===== src/rtl/mdio_master.sv =====
module mdio_master #(
  parameter int DIV_W = 8
) (
  input  logic             clk,
  input  logic             rst_n,
  input  logic             start,
  input  logic             rd_nwr,
  input  logic [4:0]       phy_addr,
  input  logic [4:0]       reg_addr,
  input  logic [15:0]      wr_data,
  input  logic [DIV_W-1:0] half_period,
  input  logic             mdi,
  output logic             busy,
  output logic             done,
  output logic [15:0]      rd_data,
  output logic             mdc,
  output logic             mdo,
  output logic             mdo_en
);

  localparam int IDX_W     = 7;
  localparam int SYNC_LEN  = 32;
  localparam int PA_LAST   = 40;
  localparam int RA_LAST   = 45;
  localparam int WD_FIRST  = 48;
  localparam int WD_LAST   = 63;
  localparam int CAP_FIRST = 47;
  localparam int CAP_LAST  = 62;
  localparam int RD_END    = 63;
  localparam int WR_END    = 64;

  function automatic logic [1:0] slot(input logic [IDX_W-1:0] i, input logic rd,
                                      input logic [4:0] pa, input logic [4:0] ra,
                                      input logic [15:0] wd);
    logic [IDX_W-1:0] j;
    if (i < IDX_W'(SYNC_LEN)) return 2'b11;
    case (i)
      IDX_W'(32): return 2'b10;
      IDX_W'(33): return 2'b11;
      IDX_W'(34): return {1'b1, rd};
      IDX_W'(35): return {1'b1, ~rd};
      default: ;
    endcase
    if (i <= IDX_W'(PA_LAST)) begin
      j = IDX_W'(PA_LAST) - i;
      return {1'b1, pa[j[2:0]]};
    end
    if (i <= IDX_W'(RA_LAST)) begin
      j = IDX_W'(RA_LAST) - i;
      return {1'b1, ra[j[2:0]]};
    end
    if (!rd && i >= IDX_W'(WD_FIRST) && i <= IDX_W'(WD_LAST)) begin
      j = IDX_W'(WD_LAST) - i;
      return {1'b1, wd[j[3:0]]};
    end
    return 2'b00;
  endfunction

  logic [IDX_W-1:0] idx;
  logic [DIV_W-1:0] cnt, hp_q;
  logic             phase, rd_q, oe_q, val_q;
  logic [4:0]       pa_q, ra_q;
  logic [15:0]      wd_q;

  wire              tick     = (cnt == hp_q - 1'b1);
  wire              last_bit = (idx == (rd_q ? IDX_W'(RD_END) : IDX_W'(WR_END)));
  wire              capture  = rd_q && idx >= IDX_W'(CAP_FIRST) && idx <= IDX_W'(CAP_LAST);
  wire [IDX_W-1:0]  idx_nxt  = idx + 1'b1;
  wire [1:0]        first_s  = slot('0, rd_nwr, phy_addr, reg_addr, wr_data);
  wire [1:0]        next_s   = slot(idx_nxt, rd_q, pa_q, ra_q, wd_q);

  assign mdc    = phase;
  assign mdo_en = oe_q;
  assign mdo    = oe_q & val_q;

  always_ff @(posedge clk or negedge rst_n) begin
    if (!rst_n) begin
      busy    <= 1'b0;
      done    <= 1'b0;
      rd_data <= '0;
      idx     <= '0;
      cnt     <= '0;
      hp_q    <= DIV_W'(1);
      phase   <= 1'b0;
      rd_q    <= 1'b0;
      pa_q    <= '0;
      ra_q    <= '0;
      wd_q    <= '0;
      oe_q    <= 1'b0;
      val_q   <= 1'b0;
    end else begin
      done <= 1'b0;
      if (!busy) begin
        if (start) begin
          busy  <= 1'b1;
          rd_q  <= rd_nwr;
          pa_q  <= phy_addr;
          ra_q  <= reg_addr;
          wd_q  <= wr_data;
          hp_q  <= (half_period == '0) ? DIV_W'(1) : half_period;
          idx   <= '0;
          cnt   <= '0;
          phase <= 1'b0;
          oe_q  <= first_s[1];
          val_q <= first_s[0];
        end
      end else if (!tick) begin
        cnt <= cnt + 1'b1;
      end else begin
        cnt <= '0;
        if (!phase) begin
          phase <= 1'b1;
        end else begin
          phase <= 1'b0;
          if (capture) rd_data <= {rd_data[14:0], mdi};
          if (last_bit) begin
            busy  <= 1'b0;
            done  <= 1'b1;
            oe_q  <= 1'b0;
            val_q <= 1'b0;
          end else begin
            idx   <= idx_nxt;
            oe_q  <= next_s[1];
            val_q <= next_s[0];
          end
        end
      end
    end
  end

endmodule


===== config.mk =====
export PLATFORM = sky130hd
export DESIGN_NAME = mdio_master
export DESIGN_NICKNAME = d
export VERILOG_FILES = /design/src/rtl/mdio_master.sv
export SDC_FILE = /design/constraint.sdc
export NUM_CORES = 1
export LEC_CHECK = 0
export ABC_AREA = 1
export BUFFER_PORTS_ARGS = -buffer_cell sky130_fd_sc_hd__clkbuf_2
export CORE_MARGIN = 2
export CORE_UTILIZATION = 33
export DETAILED_ROUTE_END_ITERATION = 10
export GPL_ROUTABILITY_DRIVEN = 1
export GPL_TIMING_DRIVEN = 0
export PLACE_DENSITY = 0.52
export SLEW_MARGIN = 20
export SYNTH_ARGS = -nofsm -noshare
export SYNTH_HDL_FRONTEND = slang
export SYNTH_SLANG_ARGS = --single-unit

===== constraint.sdc =====
create_clock -name clk -period 2.4 [get_ports clk]
set_clock_uncertainty 0.05 [all_clocks]
set_input_delay 0.24 -clock clk [delete_from_list [all_inputs] [get_ports clk]]
set_output_delay 0.24 -clock clk [all_outputs]
set_load 0.02 [all_outputs]

==> impl_metrics.prom <==
# TYPE chip_impl_metric gauge
chip_impl_info{name="outcome",value="complete, no violations"} 1
chip_impl_metric{name="io_pins",unit=""} 60
chip_impl_metric{name="yosys_warnings",unit=""} 0
chip_impl_metric{name="post-route-period-util",unit="%"} 93.6
chip_impl_metric{name="number_of_global_route_vias_before_repair",unit=""} 3334
chip_impl_info{name="synth.largest_area_cell",value="sky130_fd_sc_hd__dfrtp_1"} 1
chip_impl_metric{name="peakVddDrop",unit="uV"} 439
chip_impl_metric{name="dpl.hpwl",unit="um"} 7120
chip_impl_metric{name="grt_antenna_before_repair",unit=""} 0
chip_impl_metric{name="total_congestion_overflow",unit=""} 0
chip_impl_metric{name="gp_routability_congestion",unit=""} 0.848
chip_impl_metric{name="post_synth_mux_area_share",unit="%"} 2.49
chip_impl_metric{name="start_util",unit="%"} 33.9
chip_impl_metric{name="grt_start_max_net_pins",unit=""} 39
chip_impl_metric{name="final_layout_size_suffix_gt1_share",unit="%"} 23.0
chip_impl_metric{name="drv_slew",unit=""} 0
chip_impl_metric{name="signed_area_change_from_the_synthesized_netlist_to_the_final_layout",unit="%"} 24.1
chip_impl_metric{name="netSwitchingFraction",unit="%"} 33.7
chip_impl_metric{name="comb_power_share",unit="%"} 32.3
chip_impl_metric{name="clk_transition_reported_paths",unit="ps"} 60
chip_impl_metric{name="cts.sinks",unit=""} 71
chip_impl_metric{name="netlist_instances",unit=""} 522
chip_impl_metric{name="switchingPower",unit="mW"} 1.45
chip_impl_info{name="ys_top_cells_by_count",value="sky130_fd_sc_hd__nand2_1 (116), sky130_fd_sc_hd__inv_1 (79), sky130_fd_sc_hd__dfrtp_1 (70), sky130_fd_sc_hd__nor2_1 (53), sky130_fd_sc_hd__nand3_1 (37)"} 1
chip_impl_metric{name="syn-cell-area",unit="sq um"} 4080
chip_impl_info{name="synth_top_family_by_area",value="simple AND/OR/NAND/NOR gates"} 1
chip_impl_info{name="yosys-top-cells-area",value="sky130_fd_sc_hd__dfrtp_1 (43%), sky130_fd_sc_hd__nand2_1 (11%), sky130_fd_sc_hd__inv_1 (7.3%), sky130_fd_sc_hd__nor2_1 (4.9%), sky130_fd_sc_hd__nand3_1 (4.5%)"} 1
chip_impl_metric{name="ys_seq_area_share",unit="%"} 43.6
chip_impl_info{name="post-synth-top-count-cell",value="sky130_fd_sc_hd__nand2_1"} 1
chip_impl_metric{name="hold_slack",unit="ps"} 83.9
chip_impl_info{name="rsz0062_at_grt",value="true"} 1
chip_impl_metric{name="std_cell_rows",unit=""} 40
chip_impl_metric{name="clock_power_share",unit="%"} 32.7
chip_impl_metric{name="insertion_delay",unit="ps"} 330
chip_impl_metric{name="p_seq_share",unit="%"} 35.0
chip_impl_metric{name="synth-async-reset-ratio",unit="%"} 100
chip_impl_metric{name="finalSetupTns",unit="ps"} 0
chip_impl_metric{name="yosys.cell_types.count",unit=""} 37
chip_impl_metric{name="die_width",unit="um"} 115
chip_impl_metric{name="core-area",unit="sq um"} 12000
chip_impl_info{name="hold_path_class",value="in2reg"} 1
chip_impl_metric{name="internal_power",unit="mW"} 2.85
chip_impl_info{name="synthFlopType",value="sky130_fd_sc_hd__dfrtp_1"} 1
chip_impl_metric{name="leakage",unit="nW"} 2.55
chip_impl_metric{name="hold_viol",unit=""} 0
chip_impl_metric{name="timing.max_cap.violations",unit=""} 0
chip_impl_metric{name="drtIter0Drc",unit=""} 157
chip_impl_info{name="path_class",value="reg2reg"} 1
chip_impl_metric{name="drc",unit=""} 0
chip_impl_metric{name="critical_path_peak_fanout",unit=""} 6
chip_impl_metric{name="synth_compound_area_share",unit="%"} 11.8
chip_impl_metric{name="fin_nets",unit=""} 650
chip_impl_metric{name="yosys.area_share.adder",unit="%"} 3.38
chip_impl_metric{name="postSynthNetCount",unit=""} 572
chip_impl_metric{name="grtUsageTotal",unit="%"} 15.2
chip_impl_metric{name="fmaxAchievable",unit="MHz"} 445
chip_impl_metric{name="number_of_nets_with_antenna_violations_after_routing",unit=""} 0
chip_impl_metric{name="yosys.area_share.xor_xnor",unit="%"} 3.84
chip_impl_metric{name="finish.utilization",unit="%"} 42.1
chip_impl_info{name="critPathLaunchType",value="flop"} 1
chip_impl_metric{name="grt_first_pass_wirelength",unit="um"} 16000
chip_impl_metric{name="finalSetupViolations",unit=""} 0
chip_impl_metric{name="dieArea",unit="sq um"} 13300
chip_impl_metric{name="synth-edff-count",unit=""} 0
chip_impl_metric{name="yosysTopAreaCellShare",unit="%"} 43.0
chip_impl_metric{name="timing_worst_slew_pin_value",unit="ps"} 518
chip_impl_metric{name="clk_path_buf_depth",unit=""} 2
chip_impl_metric{name="die_h",unit="um"} 115
chip_impl_metric{name="cts.htree.levels",unit=""} 3
chip_impl_metric{name="io_buffers",unit=""} 59
chip_impl_info{name="cts_root_buffer",value="sky130_fd_sc_hd__clkbuf_16"} 1
chip_impl_metric{name="fill_cell_count",unit=""} 1250
chip_impl_metric{name="numCtsBuffers",unit=""} 9
chip_impl_metric{name="final_critical_path_required_period",unit="ps"} 2250
chip_impl_metric{name="routed_wirelength",unit="um"} 9510
chip_impl_metric{name="slew_headroom",unit="%"} 65.5
chip_impl_metric{name="power_density",unit="nW/um^2"} 851
chip_impl_metric{name="drt_first_pass_iters",unit=""} 4
chip_impl_metric{name="via_count",unit=""} 3551
chip_impl_metric{name="synth-simple-area-share",unit="%"} 25.0
chip_impl_metric{name="crit_required",unit="ps"} 2560
chip_impl_metric{name="worstPathArrival",unit="ps"} 2410
chip_impl_metric{name="postSynthAreaPerCell",unit="sq um"} 7.81
chip_impl_info{name="crit_path_end_kind",value="flop"} 1
chip_impl_metric{name="antennaDiodeCount",unit=""} 0
chip_impl_metric{name="ff_latch_count_synth",unit=""} 71
chip_impl_metric{name="wl_per_cell",unit="um"} 12.7
chip_impl_metric{name="detail_route.vias_per_cell",unit=""} 4.73
chip_impl_info{name="tritoncts",value="yes"} 1
## power by group through the flow
stage	logic, mW	clock network [mW]	registers (mW)
after detailed placement	1.29	0	1.53
after floorplan	0.953	0	1.51
after CTS	1.35	1.44	1.51
final	1.39	1.41	1.51
after global placement	1.28	0	1.52
after global routing	1.58	1.49	1.53
## layout make-up
cell class	instances	area [sq um]	share of cell area [%]
Timing Repair Buffer	68	398	7.87
Sequential cell	71	1780	35.2
Clock inverter	4	70.1	1.39
Tap cell	147	184	3.64
Clock buffer	11	243	4.80
Buffer	15	113	2.23
Inverter	82	320	6.33
Multi-Input combinational cell	353	1950	38.6
## layout by cell type, fill, tap and decap left out, drive strengths merged, types with 13 or more instances in the layout
cell,synthesis,routed
nand2,120,120
nand3,39,39
nor2,56,56
inv,80,81
clkbuf,9,79
a21oi,28,28
xor2,13,13
buf,7,14
o21ai,41,41
dfrtp,70,70
## worst max-delay path, cell delays in order, from the launching register on
cell	delay (ps)
sky130_fd_sc_hd__dfstp_2	540
sky130_fd_sc_hd__inv_2	70
sky130_fd_sc_hd__ha_2	200
sky130_fd_sc_hd__nand2_2	80
sky130_fd_sc_hd__nor2_4	40
sky130_fd_sc_hd__nand2_1	80
sky130_fd_sc_hd__xor2_1	180
sky130_fd_sc_hd__nand2_1	70
sky130_fd_sc_hd__nor2_1	110
sky130_fd_sc_hd__nand2_2	110
sky130_fd_sc_hd__nor2_4	120
sky130_fd_sc_hd__nand3_4	140
sky130_fd_sc_hd__clkbuf_16	200
sky130_fd_sc_hd__nand2_1	60
sky130_fd_sc_hd__o21ai_2	50
## cells by family (layout without fill, tap and decap cells)
| group | count (synthesis) | count (layout) |
|---|---|---|
| flops | 71 | 71 |
| xor+xnor | 17 | 17 |
| mux | 9 | 9 |
| buf+inv | 98 | 180 |
| fa+ha+maj | 11 | 11 |
| simple gates | 236 | 236 |
| compound gates | 80 | 80 |
## timing repair
action | in CTS | in global routing
hold buffers | 1 | 0
gates resized for setup | 14 | 15
setup buffers | 0 | 6
pin swaps | 0 | 3
gates cloned | 0 | 1
hold endpoints to repair | 33 | 0
endpoints found under the setup margin | 25 | 27
## path summary, 6_finish.rpt
| path | startpoint | endpoint | slack [ps] | cells after the start |
|---|---|---|---|---|
| min reg2reg | val_q | val_q | 440 | 2 |
| max in group asynchronous | rst_n | hp_q[0] | 1270 | 3 |
| max | hp_q[0] | rd_data[3] | 150 | 14 |
| min in group asynchronous | rst_n | wd_q[1] | 390 | 2 |
| min | mdi | rd_data[0] | 80 | 3 |
| max reg2reg | hp_q[0] | rd_data[3] | 150 | 14 |
## flip-flops by register name, indices dropped and copies added (netlist names)
| name | count |
|---|---|
| busy | 1 |
| cnt | 8 |
| done | 1 |
| hp_q | 8 |
| idx | 7 |
| mdc | 1 |
| mdo_en | 1 |
| pa_q | 5 |
| ra_q | 5 |
| rd_data | 16 |
| rd_q | 1 |
| val_q | 1 |
| wd_q | 16 |
## routing by layer
metal | global-route usage (%) | vias to the layer above | routed length, um
met5 | 0 | - | 0
met4 | 4.74 | 0 | 98
met3 | 3.11 | 9 | 331
met2 | 25.7 | 64 | 4760
met1 | 19.7 | 1657 | 4310
li1 | - | 1821 | -
## through the flow
stage               power, mW  cell area (sq um)  worst slack (ps)  cells
floorplan                2.46               4080              10.7    522
finish                   4.30               5060               154    751
global route             4.60               5060              7.31    751
detailed placement       2.82               4580              -566    729
global placement         2.80               4560              -594    728
CTS                      4.30               4940              2.37    744
Note: power is estimated with default switching activity, not from simulation.
